### config.mk
export PLATFORM = sky130hd
export DESIGN_NAME = fifo_token_ring
export DESIGN_NICKNAME = d
export VERILOG_FILES = /design/src/rtl/ring_fifo_pkg.sv /design/src/rtl/ring_slot_store.sv /design/src/rtl/ring_slot_token.sv /design/src/rtl/ring_read_mux.sv /design/src/rtl/fifo_token_ring.sv
export SDC_FILE = /design/constraint.sdc
export NUM_CORES = 1
export LEC_CHECK = 0
export ABC_CLOCK_PERIOD_IN_PS = 1750
export BUFFER_PORTS_ARGS = -buffer_cell sky130_fd_sc_hd__buf_2
export CAP_MARGIN = 20
export CORE_AREA = 2 2 124 156
export DETAILED_ROUTE_END_ITERATION = 6
export DIE_AREA = 0 0 126 158
export PLACE_DENSITY = 0.74
export SETUP_SLACK_MARGIN = 0.3
export SLEW_MARGIN = 10
export SYNTH_ARGS = -nofsm -noshare
export SYNTH_HDL_FRONTEND = slang
export SYNTH_SLANG_ARGS = --single-unit
### constraint.sdc
create_clock -name clk -period 1.75 [get_ports clk]
set_clock_uncertainty 0.05 [all_clocks]
set_input_delay 0 -clock clk [delete_from_list [all_inputs] [get_ports clk]]
set_output_delay 0 -clock clk [all_outputs]
set_load 0.05 [all_outputs]
### src/rtl/ring_fifo_pkg.sv
package ring_fifo_pkg;

  // index of the slot that feeds slot idx in a ring of n slots
  function automatic int ring_prev(input int idx, input int n);
    return (idx == 0) ? n - 1 : idx - 1;
  endfunction

  // pointer advance with wrap at limit
  function automatic int wrap_inc(input int v, input int limit);
    return (v >= limit - 1) ? 0 : v + 1;
  endfunction

  // a push that ends with the slot holding depth words
  function automatic bit fills_slot(input int level, input int depth,
                                    input bit push, input bit pop);
    return push && !pop && (level == depth - 1);
  endfunction

  // a pop that empties a sealed slot
  function automatic bit drains_slot(input int level, input bit sealed,
                                     input bit pop);
    return pop && sealed && (level == 1);
  endfunction

endpackage

### src/rtl/ring_slot_store.sv
module ring_slot_store
  import ring_fifo_pkg::*;
#(
  parameter int W     = 18,
  parameter int DEPTH = 4
) (
  input  logic                         clk,
  input  logic                         rst_n,
  input  logic                         push,
  input  logic                         pop,
  input  logic [W-1:0]                 din,
  output logic [W-1:0]                 head,
  output logic [$clog2(DEPTH+1)-1:0]   level
);
  localparam int PTR_W = (DEPTH > 1) ? $clog2(DEPTH) : 1;
  localparam int LVL_W = $clog2(DEPTH + 1);

  logic [W-1:0]     mem [DEPTH];
  logic [PTR_W-1:0] wp, rp;
  logic [LVL_W-1:0] lvl;

  always_ff @(posedge clk) begin
    if (push) mem[wp] <= din;
  end

  always_ff @(posedge clk or negedge rst_n) begin
    if (!rst_n) begin
      wp  <= '0;
      rp  <= '0;
      lvl <= '0;
    end else begin
      if (push) wp <= PTR_W'(wrap_inc(int'(wp), DEPTH));
      if (pop)  rp <= PTR_W'(wrap_inc(int'(rp), DEPTH));
      case ({push, pop})
        2'b10:   lvl <= lvl + LVL_W'(1);
        2'b01:   lvl <= lvl - LVL_W'(1);
        default: lvl <= lvl;
      endcase
    end
  end

  assign head  = mem[rp];
  assign level = lvl;

  // token logic must never push into a full slot
  assert_no_overflow_R3: assert property (@(posedge clk) disable iff (!rst_n)
    push |-> (lvl != LVL_W'(DEPTH)));

  // token logic must never pop an empty slot
  assert_no_underflow_R8: assert property (@(posedge clk) disable iff (!rst_n)
    pop |-> (lvl != '0));

endmodule

### src/rtl/ring_slot_token.sv
module ring_slot_token
  import ring_fifo_pkg::*;
#(
  parameter int DEPTH = 4
) (
  input  logic                       clk,
  input  logic                       rst_n,
  input  logic                       first_load,
  input  logic                       wx_in,
  input  logic                       rx_in,
  input  logic                       wr_req,
  input  logic                       rd_req,
  input  logic [$clog2(DEPTH+1)-1:0] level,
  output logic                       push,
  output logic                       pop,
  output logic                       wx_out,
  output logic                       rx_out,
  output logic                       wr_own,
  output logic                       rd_own,
  output logic                       sealed
);
  logic wtok, rtok, seal_q;

  assign push   = wr_req && wtok && !seal_q;
  assign pop    = rd_req && rtok && (level != '0);
  assign wx_out = fills_slot(int'(level), DEPTH, push, pop);
  assign rx_out = drains_slot(int'(level), seal_q, pop);

  always_ff @(posedge clk or negedge rst_n) begin
    if (!rst_n) begin
      wtok   <= !first_load;
      rtok   <= !first_load;
      seal_q <= 1'b0;
    end else begin
      wtok   <= (wtok && !wx_out) || wx_in;
      rtok   <= (rtok && !rx_out) || rx_in;
      seal_q <= (seal_q && !rx_out) || wx_out;
    end
  end

  assign wr_own = wtok;
  assign rd_own = rtok;
  assign sealed = seal_q;

  // write token is released after the filling write
  assert_wx_release_R4: assert property (@(posedge clk) disable iff (!rst_n)
    wx_out |=> !wr_own);

  // write-expansion pulse lasts a single cycle
  assert_wx_single_R4: assert property (@(posedge clk) disable iff (!rst_n)
    wx_out |=> !wx_out);

  // read token is released after the draining read
  assert_rx_release_R5: assert property (@(posedge clk) disable iff (!rst_n)
    rx_out |=> !rd_own);

  // a sealed slot takes no writes, so only reads can move its level
  assert_sealed_frozen_R3: assert property (@(posedge clk) disable iff (!rst_n)
    (sealed && !pop) |=> $stable(level));

  // an unsealed read-token slot keeps the read token
  assert_keep_read_R9: assert property (@(posedge clk) disable iff (!rst_n)
    (rd_own && !sealed && !rx_in) |=> rd_own);

endmodule

### src/rtl/ring_read_mux.sv
module ring_read_mux #(
  parameter int W      = 18,
  parameter int N_INST = 3
) (
  input  logic [N_INST-1:0]        sel,
  input  logic [N_INST-1:0][W-1:0] heads,
  output logic [W-1:0]             dout
);
  always_comb begin
    dout = '0;
    for (int k = 0; k < N_INST; k++) begin
      if (sel[k]) dout = dout | heads[k];
    end
  end
endmodule

### src/rtl/fifo_token_ring.sv
module fifo_token_ring
  import ring_fifo_pkg::*;
#(
  parameter int W         = 18,
  parameter int N_INST    = 3,
  parameter int DEPTH     = 4,
  parameter int LEAD_SLOT = 0
) (
  input  logic              clk,
  input  logic              rst_n,
  input  logic              wr_en,
  input  logic [W-1:0]      wr_data,
  input  logic              rd_en,
  output logic [W-1:0]      rd_data,
  output logic              full,
  output logic              empty,
  output logic [N_INST-1:0] wr_hold,
  output logic [N_INST-1:0] rd_hold
);
  localparam int LVL_W = $clog2(DEPTH + 1);

  logic [N_INST-1:0]            wx, rx, wown, rown, seal_v, dry;
  logic [N_INST-1:0][W-1:0]     heads;
  logic [N_INST-1:0][LVL_W-1:0] levels;

  for (genvar i = 0; i < N_INST; i++) begin : g_slot
    localparam int PREV = ring_prev(i, N_INST);
    logic push_i, pop_i;

    ring_slot_token #(.DEPTH(DEPTH)) u_tok (
      .clk        (clk),
      .rst_n      (rst_n),
      .first_load (1'(i != LEAD_SLOT)),
      .wx_in      (wx[PREV]),
      .rx_in      (rx[PREV]),
      .wr_req     (wr_en),
      .rd_req     (rd_en),
      .level      (levels[i]),
      .push       (push_i),
      .pop        (pop_i),
      .wx_out     (wx[i]),
      .rx_out     (rx[i]),
      .wr_own     (wown[i]),
      .rd_own     (rown[i]),
      .sealed     (seal_v[i])
    );

    ring_slot_store #(.W(W), .DEPTH(DEPTH)) u_store (
      .clk   (clk),
      .rst_n (rst_n),
      .push  (push_i),
      .pop   (pop_i),
      .din   (wr_data),
      .head  (heads[i]),
      .level (levels[i])
    );

    assign dry[i] = (levels[i] == '0);
  end

  ring_read_mux #(.W(W), .N_INST(N_INST)) u_mux (
    .sel   (rown),
    .heads (heads),
    .dout  (rd_data)
  );

  assign full    = |(wown & seal_v);
  assign empty   = |(rown & dry);
  assign wr_hold = wown;
  assign rd_hold = rown;

  assert_wr_token_unique_R2: assert property (@(posedge clk) disable iff (!rst_n)
    $countones(wown) == 1);

  assert_rd_token_unique_R2: assert property (@(posedge clk) disable iff (!rst_n)
    $countones(rown) == 1);

  // only a draining read can clear a full chain
  assert_full_holds_R7: assert property (@(posedge clk) disable iff (!rst_n)
    (full && !rd_en) |=> full);

  // only a write can clear an empty chain
  assert_empty_holds_R7: assert property (@(posedge clk) disable iff (!rst_n)
    (empty && !wr_en) |=> empty);

endmodule

# ---- Word-level counts from Yosys, hierarchy flattened
# Memories as Yosys holds them, arrays and structs flattened.
# Index checks and enable logic that the tools add are counted.
dict set report op_classes {
  add_sub_neg 12
  muxes 18
  n_eq_ne 12
  magnitude_cmp 6
  n_reduce_logical 65
  n_bitwise 4
}
# op n
set op_table {}
lappend op_table {{18-bit 2-to-1 mux} 3}
lappend op_table {{18-bit OR} 2}
lappend op_table {{1-bit logical AND} 33}
lappend op_table {{3-bit case mux with 2 select lines} 3}
lappend op_table {{2-bit by 1-bit adder with 2-bit output (second input constant)} 6}
lappend op_table {{2-bit greater-or-equal comparator (second input constant)} 6}
lappend op_table {{1-bit logical NOT} 12}
lappend op_table {{2-bit 2-to-1 mux} 6}
lappend op_table {{3-bit by 1-bit adder with 3-bit output (second input constant)} 3}
lappend op_table {{3-bit by 2-bit == test with 1-bit output (second input constant)} 3}
lappend op_table {{3-bit == test (second input constant)} 3}
lappend op_table {{3-bit logical NOT} 3}
lappend op_table {{1-bit logical OR} 9}
lappend op_table {{3-bit nonzero test} 3}
lappend op_table {{3-bit by 1-bit subtractor with 3-bit output (second input constant)} 3}
lappend op_table {{3-bit bitwise AND} 2}
lappend op_table {{2-bit by 1-bit == test with 1-bit output (second input constant)} 3}
lappend op_table {{2-bit == test (second input constant)} 3}
lappend op_table {{1-bit 2-to-1 mux} 6}
lappend op_table {{2-bit nonzero test} 3}
lappend op_table {{3-bit OR reduction} 2}
dict set report totals {
  out_inout_bits 26
  reg_bits 30
  memories 3
  mem_bits_rw 216
  word_cells 138
  in_bits 22
}
# memory depth width rd rd_clocked_by_memory_dff wr line
set memory_table {}
lappend memory_table {{g_slot[0].u_store.mem} 4 18 1 0 1 ring_slot_store.sv:18} ;# logic [W-1:0] mem [DEPTH];
lappend memory_table {{g_slot[1].u_store.mem} 4 18 1 0 1 ring_slot_store.sv:18}
lappend memory_table {{g_slot[2].u_store.mem} 4 18 1 0 1 ring_slot_store.sv:18}

# ---- Depth between registers and ports, before layout
# Gate-level depths: netlist of run 1.
dict set report depth {
  ltp_word 8
  mapped_depth 9
  ltp_nobuf 9
}

# ---- Worst setup path after synthesis of run 1
# OpenSTA, ideal clock, no wires.
dict set report synth_path {
  kind {flip-flop to flip-flop}
  from {register g_slot[0].u_tok.rtok}
  to {register g_slot[0].u_store.lvl[2]}
  path_stages_with_launch 9
  path_buffers 0
  t_required_ns 1.621
  slack_ns -0.129
  setup_ns 0.079
  t_arrival_ns 1.749
  cell_sequence {dfstp_2 o311ai_2 inv_1 ha_1 inv_1 fa_1 xor2_1 nor2_1 xor2_1}
}
dict set report synth_between {
  elab_chain_len 4
  word_cells_on_any_way 6
  cone_classes {eq/ne: 2; mux: 1; reduce/logical: 3}
}
# item line
set synth_rtl {}
lappend synth_rtl {{from (decl)} ring_slot_token.sv:22} ;# logic wtok, rtok, seal_q;
lappend synth_rtl {{from (signal assigned)} ring_slot_token.sv:32} ;# rtok <= !first_load;
lappend synth_rtl {{from (signal assigned)} ring_slot_token.sv:36} ;# rtok <= (rtok && !rx_out) || rx_in;
lappend synth_rtl {{1-bit logical AND (*) (2 in series)} ring_slot_token.sv:25} ;# assign pop = rd_req && rtok && (level != '0);
lappend synth_rtl {{via g_slot[0].pop_i} fifo_token_ring.sv:28} ;# logic push_i, pop_i;
lappend synth_rtl {{2-bit by 1-bit == test with 1-bit output or 2-bit == test (tied branches)} ring_slot_store.sv:34} ;# case ({push, pop})
lappend synth_rtl {{3-bit case mux with 2 select lines or 2-bit nonzero test (tied branches)} -}
lappend synth_rtl {{to (signal assigned)} ring_slot_store.sv:35} ;# 2'b10: lvl <= lvl + LVL_W'(1);
lappend synth_rtl {{to (signal assigned)} ring_slot_store.sv:36} ;# 2'b01: lvl <= lvl - LVL_W'(1);
lappend synth_rtl {{to (signal assigned)} ring_slot_store.sv:37} ;# default: lvl <= lvl;
lappend synth_rtl {{to (decl)} ring_slot_store.sv:20} ;# logic [LVL_W-1:0] lvl;
# The timed path passes the listed nets; every way through them passes the cells marked *.
# A chain may end at the register's enable or synchronous reset.

# ---- Worst setup path in the final report of run 1
dict set report layout_path {
  from {register g_slot[2].u_store.rp[0]}
  to {output port rd_data[9]}
}
dict set report layout_between {
  elab_chain_len 3
}
# item line
set layout_rtl {}
lappend layout_rtl {{from (decl)} ring_slot_store.sv:19} ;# logic [PTR_W-1:0] wp, rp;
lappend layout_rtl {{from (signal assigned)} ring_slot_store.sv:33} ;# if (pop) rp <= PTR_W'(wrap_inc(int'(rp), DEPTH));
lappend layout_rtl {{memory 4 x 18 bit} -}
lappend layout_rtl {{18-bit OR} ring_read_mux.sv:12} ;# if (sel[k]) dout = dout | heads[k];
lappend layout_rtl {{18-bit 2-to-1 mux} ring_read_mux.sv:12}
lappend layout_rtl {{to (decl)} fifo_token_ring.sv:14} ;# output logic [W-1:0] rd_data,
# No other way between the ends.

==> reports/metrics.yaml, run 1 <==
worst_hold_path:
  hold_path.class: "primary input to flip-flop"
power_and_ir_drop:
  powerDensity_nw_per_um2: 905
  vdd_ir_drop_max_mv: 0.710
  p_leak_uw: 0.00485
  power_uw: 12200
timing:
  relSlewSlack_pct: 52.7
  finalCritPeriodShare_pct: 128
  worst_pin_slew_ns: 0.709
  whs_ns: -0.00744
  fmax_ghz: 0.447
  setup_slack_ns: -0.489
  rsz0062_at_grt: "yes"
  drv_slew: 0
  hold_viol_final: 1
  period_needed_ns: 2.24
  setup_viol: 24
cells_and_area:
  fillers: 1048
  seq_area_sq_um: 7250
  drive_gt1_share_pct: 40.4
  fin_area_sq_um: 13400
  layout.nets: 776
  diodes: 0
  syn_to_final_growth_pct: 35.4
  multi_input_area_sq_um: 2850
  fin_util_pct: 72.7
global_route:
  grt_overflow: 0
  antenna_found_initial: 0
  grt_max_degree: 31
  grt_pass1_vias: 6157
  grt_usage_pct: 24.3
  grt_pass1_wl_mm: 36.1
cts:
  clock-sinks: 246
  cts_tree: "built"
  clockBufferDepth: 3
  clk_pin_slew_worst_paths_ns: 0.06
  cts_root_buf: "clkbuf_16"
  cts_max_level: 1
  cts_buffers: 24
  clk-insertion-delay-late_ns: 0.51
place:
  dp_hpwl_mm: 12.0
  pre_cts_slack_ns: -0.123
  routabilityCongestion: 0.761
  io_buffers: 47
  post_dp_cell_area_sq_um: 10900
logic_synthesis:
  synth_seq_cells: 246
  yosysUniqueCellTypes: 33
  syn_avg_cell_area_sq_um: 18.0
  synthTopCellsByArea: "edfxtp_1 65%, mux2i_1 7.3%, dfrtp_1 7.1%"
  syn_area_sq_um: 9930
  synth_top_area_share_pct: 65.3
  yosysWarnings: 0
  synth_top_area_cell: "edfxtp_1"
  synth_fp_nets: 599
  yosysSeqAreaShare_pct: 72.9
  netlist_instances: 553
routing:
  num_vias: 5847
  detail_route.first_pass.iterations: 6
  drtAntennaViolNets: 0
  finalWirelength_mm: 24.4
  initialDrtViolationCount: 591
  vias_per_cell: 5.97
  wl_per_cell_um: 24.9
  drc: 0
floorplan:
  start_util_pct: 53.7
  core-area_sq_um: 18500
  row_count: 56
  die_w_um: 126
  die_h_um: 158
  die_area_sq_um: 19900
  ios: 48
run_status:
  violations: "hold timing, setup timing"
  status: "finished, violations left"
worst_setup_path:
  crit_path_max_fanout: 6
  cp-end-kind: "output pin"
  worst-setup-path-type: "flip-flop to output pin"
  arrival_ns: 2.19
  reg2reg_slack_ns: -0.22
  startpoint_type: "flip-flop"
  critPathRequiredTime_ns: 1.70
flow_run:
  max_cap_viol_count: 0
synthesized netlist by cell type:
cell type / number
nand2_1: 17
nand3b_1: 1
a222oi_1: 1
buf_2: 10
ha_1: 21
or3_1: 3
o22ai_1: 36
o311ai_2: 2
dfstp_2: 2
edfxtp_1: 216
and3b_1: 1
buf_4: 10
a21o_1: 2
a211o_1: 18
inv_1: 22
mux2_2: 8
o21ai_0: 5
xnor2_1: 3
nor2_1: 9
a22oi_1: 1
fa_1: 3
buf_6: 2
xor2_1: 6
nand4_1: 3
and2_1: 12
mux2i_1: 72
nand4b_1: 3
mux4_2: 18
nand2b_1: 2
a21bo_2: 6
dfrtp_1: 28
nor3_1: 5
clkbuf_1: 5
flip-flops by register name, summed over array words and instances (netlist names):
name	flops
g_slot.u_store.level	9
g_slot.u_store.rp	6
g_slot.u_store.wp	6
g_slot.u_tok.wr_own	3
g_slot.u_store.mem	216
g_slot.u_tok.sealed	3
g_slot.u_tok.rd_own	3
cell families after synthesis:
| logic type | synth area share [%] |
|---|---|
| AOI/OAI and AO/OA | 5.37 |
| xor gates and xnor gates | 0.794 |
| adders and majority gates | 3.25 |
| buffers and inverters | 2.51 |
| DFF | 72.9 |
| muxes | 12.2 |
| and+or+nand+nor | 2.92 |
final cells by class:
class / instances / share of cell area, %
sequential: 246 / 53.9
clock buffer: 27 / 4.71
tap: 232 / 2.16
multi-input combinational: 258 / 21.2
clock inverter: 17 / 1.83
timing repair buffer: 178 / 15.6
inverter: 22 / 0.614
worst max-delay path: stages, from the launching register on:
cell and delay, ns:
dfrtp_2 0.38, buf_6 0.11, buf_16 0.14, mux4_2 0.54, a211o_4 0.35, buf_6 0.15
stage by stage:
| stage | cells | setup TNS, ns |
|---|---|---|
| floorplan | 553 | -0.146 |
| global route | 980 | -9.97 |
| global placement | 840 | -0.00762 |
| CTS | 970 | -8.53 |
| detailed placement | 840 | -0.310 |
| finish | 980 | -8.71 |
metal layers:
| metal | track usage (%) | up-vias | wire [um] |
|---|---|---|---|
| li1 | - | 2528 | - |
| met1 | 29.1 | 2996 | 8830 |
| met2 | 43.7 | 256 | 13000 |
| met3 | 3.45 | 67 | 1450 |
| met4 | 11.1 | 0 | 1100 |
| met5 | 0 | - | 0 |
worst paths after layout:
path,cells after the start,endpoint,start
setup / recovery,5,rd_data[9],g_slot[2].u_store.rp[0]
hold / removal,6,g_slot[1].u_store.level[0],wr_en
setup reg to reg,10,g_slot[0].u_store.level[2],g_slot[0].u_tok.rd_own
hold reg to reg,1,g_slot[0].u_store.rp[1],g_slot[0].u_store.rp[1]
max in group asynchronous,2,g_slot[0].u_store.rp[0],rst_n
min in group asynchronous,2,g_slot[1].u_store.rp[0],rst_n
report_power, final:
group,total (uW),switching [uW],internal [uW]
clock network,5650,2150,3500
registers,6380,0,6380
logic,139,90.9,48.6
repair_timing:
action,CTS,global route
setup endpoints to repair,252,230
gates resized for setup,92,30
hold endpoints to repair,253,0
setup buffers,60,10
hold buffers,21,0
gates cloned,5,0
pin swaps,25,12
placed cells by master (no fill, tap or decap), types with 3 or more instances in the layout:
cell / n
mux2_4: 5
inv_2: 7
buf_16: 5
ha_4: 7
dlygate4sd3_1: 20
clkbuf_16: 25
inv_1: 15
mux4_2: 18
nand4b_1: 3
bufinv_16: 6
nand2_2: 3
nor2_1: 7
ha_1: 14
buf_8: 6
mux2i_1: 72
o22ai_1: 34
and2_4: 12
xor2_1: 6
a211o_4: 18
dfrtp_2: 5
a21bo_2: 6
clkinv_2: 5
mux2_2: 3
buf_4: 39
xnor2_1: 3
buf_6: 46
edfxtp_1: 216
or3_4: 3
nand4_1: 3
buf_2: 25
buf_12: 36
nand2_1: 14
dfrtp_1: 23
No activity file was read; power rests on OpenSTA's default activity.
==> run 2: changes to the inputs <==
- CORE_AREA: 2 2 124 156 -> 2 2 99 196
- DIE_AREA: 0 0 126 158 -> 0 0 101 198
==> run 2 against run 1 <==
  * The flow finishes with violations (setup timing)
  * Design area fell by 2.8%
  * Fmax fell by 0.24%
  * Global-route usage is 0.54 points lower
  * Sequential share of layout area is 1.5 points higher
  * Wire length decreased by 4.9%
  * Non-clock buffer count decreased by 16
  * Largest cell class unchanged
==> reports/metrics.yaml, run 2 (same netlist as run 1, synthesis figures left out) <==
run_status:
  status: "finished, violations left"
  violations: "setup timing"
cells_and_area:
  diodes: 0
  fin_cells: 944
  layout_commonest_cell: "edfxtp_1"
  layout.nets: 757
  syn_to_final_growth_pct: 31.6
  fillers: 1074
  largest_register: "g_slot.u_store.mem"
  layout_common_cells: "216 x edfxtp_1, 72 x mux2i_1, 49 x buf_6, 35 x o22ai_1, 32 x buf_4"
  largest_reg_flops: 216
  drive_gt1_share_pct: 38.1
worst_setup_path:
  arrival_ns: 2.19
  r2r_start: "g_slot[0].u_tok.rd_own"
  cpLargestDelayFamily: "multiplexers"
  rr_worst_depth: 9
  cp_num_cells: 4
  r2r_end: "g_slot[0].u_store.level[2]"
  critPathRequiredTime_ns: 1.70
  max_stage_delay_ns: 0.52
  crit_end: "rd_data[16]"
  reg2reg_slack_ns: -0.22
  crit_path_max_fanout: 6
  crit_chain: "clkbuf_16, mux4_2, a211o_4, buf_6"
  worst-setup-path-type: "flip-flop to output pin"
  startpoint_type: "flip-flop"
  crit_slowest_cell: "mux4_2"
  startpoint: "g_slot[2].u_store.rp[0]"
  worst-path-buf-inv: 2
  cp-end-kind: "output pin"
global_route:
  grt_overflow: 0
  antenna_found_initial: 0
  grt_pass1_wl_mm: 35.0
  grt_pass1_vias: 6131
  grt_usage_pct: 23.7
  grt_max_degree: 31
routing:
  vias_per_cell: 6.02
  num_vias: 5681
  drc: 0
  initialDrtViolationCount: 524
  wl_per_cell_um: 24.6
  detail_route.first_pass.iterations: 5
  drtAntennaViolNets: 0
  finalWirelength_mm: 23.2
power_and_ir_drop:
  vdd_ir_drop_max_mv: 0.797
  p_leak_uw: 0.00468
  powerDensity_nw_per_um2: 891
  power_uw: 11600
timing:
  setup_viol: 21
  drv_slew: 0
  fmax_ghz: 0.446
  rsz0062_at_grt: "yes"
  setup_slack_ns: -0.495
  finalCritPeriodShare_pct: 128
  worst_pin_slew_ns: 0.716
  hold_viol_final: 0
  relSlewSlack_pct: 52.2
  period_needed_ns: 2.24
floorplan:
  die_h_um: 198
  start_util_pct: 53.2
  die_w_um: 101
  core-area_sq_um: 18700
  row_count: 71
  die_area_sq_um: 20000
  ios: 48
cts:
  cts_tree: "built"
  clk-insertion-delay-late_ns: 0.50
  clk_pin_slew_worst_paths_ns: 0.07
  clockBufferDepth: 3
  cts_max_level: 1
  cts_root_buf: "clkbuf_16"
  cts_buffers: 21
  clock-sinks: 246
place:
  dp_hpwl_mm: 12.7
  dp.cells: 832
  routabilityCongestion: 0.780
  io_buffers: 47
worst_hold_path:
  hold_path.class: "primary input to asynchronous set/reset pin"
flow_run:
  max_cap_viol_count: 0
run 2: metrics by stage:
step	hold slack, ns	TNS (ns)	util (%)	setup WS (ns)	instance area (sq um)
2_1_floorplan	-0.346	-0.146	-	-0.0745	10200
3_3_place_gp	0.0179	0	58.5	0.00406	10900
3_5_place_dp	0.0340	-0.276	58.5	-0.151	10900
4_1_cts	0.0159	-9.29	69.1	-0.527	12900
5_1_grt	0.0415	-10.00	70.1	-0.529	13100
6_report	0.0219	-8.74	70.1	-0.495	13100
run 2: timing repair:
item,4_1_cts,5_1_grt
resized for setup,90,25
hold endpoints to repair,255,0
endpoints found under the setup margin,252,260
setup buffers,41,10
hold buffers,20,0
pin swaps,21,13
gates cloned,4,0
run 2: worst min path at each step:
| stage | start | end | cells after the start |
|---|---|---|---|
| final | rst_n | g_slot[1].u_store.wp[0] | 2 |
| after global routing | rd_en | g_slot[2].u_store.level[0] | 5 |
| after detailed placement | rst_n | g_slot[1].u_store.wp[0] | 1 |
| after CTS | rd_en | g_slot[2].u_store.level[0] | 5 |
| after floorplan | rst_n | g_slot[0].u_store.level[0] | 0 |
| after global placement | rst_n | g_slot[1].u_store.wp[1] | 1 |
run 2: routing by layer:
layer	GRT usage, %	up-vias	part of all wire [%]
met5	0	-	0
met4	7.91	0	3.2
met3	3.57	52	5.7
met2	44.0	204	57
met1	27.7	2935	34
li1	-	2490	-
run 2: where the power goes:
part | internal [uW] | switching (uW)
Sequential | 6380 | 0
Combinational | 47.2 | 91.0
Clock | 3100 | 2040
Total | 9520 | 2130
run 2: worst register-to-register path, stage by stage (launching register included):
cell and delay (ns):
dfstp_2 0.55, buf_6 0.10, o311ai_4 0.09, inv_2 0.11, ha_4 0.14, inv_2 0.03
fa_2 0.33, xor2_1 0.15, nor2_1 0.17, xor2_1 0.18
run 2: layout make-up:
cell class	count	area, sq um	share of cell area (%)
timing repair buffer	162	1860	14.3
clock inverter	15	236	1.81
inverter	22	82.6	0.632
tap	219	274	2.10
multi-input combinational	258	2840	21.7
clock buffer	22	529	4.05
sequential	246	7250	55.4
==> run 3: changes to the inputs <==
- CORE_AREA: 2 2 99 196 -> 2 2 119 237
- DIE_AREA: 0 0 101 198 -> 0 0 121 239
- PLACE_DENSITY: 0.74 -> not set
==> run 3 against run 2 <==
  * The run still ends with setup timing left
  * First-iteration DRC count is 39% lower
  * Cell count is 15% higher
  * Global-route usage is 8.7 points lower
  * Sequential power hardly changed
  * Non-clock buffer count is 2 higher
  * Register-to-register slack better by 0.20 ns
  * Largest cell class unchanged
  * Largest power group unchanged
==> reports/metrics.yaml, run 3 (same netlist as run 1, synthesis figures left out) <==
run_status:
  status: "finished, violations left"
  violations: "setup timing"
worst_setup_path:
  max_stage_delay_ns: 0.50
  worst-path-buf-inv: 3
  arrival_ns: 2.20
  startpoint_type: "flip-flop"
  cp_num_cells: 5
  worst-setup-path-type: "flip-flop to output pin"
  crit_path_max_fanout: 4
  rr_worst_depth: 8
  cpLargestDelayFamily: "multiplexers"
  crit_slowest_cell: "mux4_2"
  cp-end-kind: "output pin"
  crit_chain: "buf_12, buf_16, mux4_2, a211o_4, buf_8"
  critPathRequiredTime_ns: 1.70
timing:
  rsz0062_at_grt: "yes"
  whs_ns: 0.0125
  worst_pin_slew_ns: 0.720
  relSlewSlack_pct: 52.0
  fmax_ghz: 0.444
  hold_viol_final: 0
  drv_slew: 0
  tns_ns: -8.11
  setup_viol: 21
  period_needed_ns: 2.25
  finalCritPeriodShare_pct: 129
  setup_slack_ns: -0.500
routing:
  wl_per_cell_um: 20.0
  detail_route.first_pass.iterations: 4
  num_vias: 5387
  initialDrtViolationCount: 321
  drc: 0
  finalWirelength_mm: 21.6
  drtAntennaViolNets: 0
  vias_per_cell: 4.98
cells_and_area:
  layout.nets: 761
  drive_gt1_share_pct: 37.3
  fillers: 2246
  diodes: 0
  multi_input_area_sq_um: 2840
  largest_register: "g_slot.u_store.mem"
  layout_commonest_cell: "edfxtp_1"
  largest_reg_flops: 216
  syn_to_final_growth_pct: 33.5
  seq_area_sq_um: 7250
  layout_common_cells: "216 x edfxtp_1, 72 x mux2i_1, 43 x buf_6, 37 x buf_12, 36 x o22ai_1"
cts:
  cts_buffers: 23
  clk_pin_slew_worst_paths_ns: 0.06
  cts_tree: "built"
  cts_root_buf: "clkbuf_16"
  clock-sinks: 246
  cts_max_level: 1
  clk-insertion-delay-late_ns: 0.52
  clockBufferDepth: 3
flow_run:
  max_cap_viol_count: 0
floorplan:
  ios: 48
  start_util_pct: 36.5
  die_area_sq_um: 28900
  die_h_um: 239
  core-area_sq_um: 27200
  die_w_um: 121
  row_count: 86
worst_hold_path:
  hold_path.class: "primary input to flip-flop"
  hold_depth: 5
place:
  io_buffers: 47
  dp_hpwl_mm: 11.9
  routabilityCongestion: 0.739
global_route:
  grt_usage_pct: 15.0
  grt_max_degree: 31
  grt_pass1_wl_mm: 33.0
  grt_pass1_vias: 5681
  antenna_found_initial: 0
  grt_overflow: 0
power_and_ir_drop:
  vdd_ir_drop_max_mv: 0.877
  powerDensity_nw_per_um2: 830
  p_leak_uw: 0.00466
[run 3: timing repair]
| item | 4_1_cts | 5_1_grt |
|---|---|---|
| hold buffers | 23 | 0 |
| endpoints found under the setup margin | 251 | 214 |
| pin swaps | 24 | 16 |
| endpoints found under the hold margin | 254 | 0 |
| resized for setup | 93 | 19 |
| buffers inserted | 34 | 13 |
| gates cloned | 4 | 3 |
[run 3: worst register-to-register path, cell delays in order, from the launching register on]
cell and delay (ns):
dfrtp_1 0.43, o311ai_4 0.33, inv_2 0.08, ha_4 0.16
inv_2 0.05, fa_2 0.18, xor2_1 0.16, nor2_1 0.07
xor2_1 0.15
[run 3: final cells by class]
cell class | instances | area share [%]
multi-input cells | 258 | 21.4
well taps | 352 | 3.32
clock buffers | 28 | 4.48
repair buffers | 164 | 15.0
flip-flops and latches | 246 | 54.6
inverters | 22 | 0.623
clock inverters | 11 | 0.510
[run 3: power by group]
part	internal, uW	switching [uW]	leakage, uW
Combinational	51.2	89.1	0.00200
Clock	2430	2060	0.000323
Sequential	6380	0	0.00233
Total	8860	2150	0.00466
[run 3: metrics by stage]
step | utilization [%] | instance area [sq um] | total power (uW) | instances | setup slack [ns]
floorplan | - | 10200 | 6510 | 553 | -0.0745
global placement | 41.1 | 11200 | 6600 | 965 | -0.0218
detailed placement | 41.1 | 11200 | 6610 | 965 | -0.0655
CTS | 47.9 | 13000 | 11100 | 1065 | -0.504
global route | 48.7 | 13300 | 11400 | 1081 | -0.556
finish | 48.7 | 13300 | 11000 | 1081 | -0.500
[run 3: metal layers]
| metal | GRT usage [%] | routed length [um] | vias up |
|---|---|---|---|
| li1 | - | - | 2487 |
| met1 | 18.0 | 8440 | 2763 |
| met2 | 27.9 | 11900 | 106 |
| met3 | 2.17 | 886 | 31 |
| met4 | 3.91 | 349 | 0 |
| met5 | 0 | 0 | - |
[run 3: path summary, 6_finish.rpt]
| path | from | end | slack [ns] |
|---|---|---|---|
| setup / recovery | g_slot[2].u_store.rp[0] | rd_data[10] | -0.50 |
| hold / removal | rd_en | g_slot[1].u_store.level[1] | 0.01 |
| setup reg to reg | g_slot[0].u_store.level[1] | g_slot[0].u_store.level[2] | -0.02 |
| hold reg to reg | g_slot[0].u_tok.wr_own | g_slot[0].u_tok.wr_own | 0.45 |
| max in group asynchronous | rst_n | g_slot[2].u_store.rp[0] | 1.11 |
| min in group asynchronous | rst_n | g_slot[0].u_store.level[1] | 0.02 |
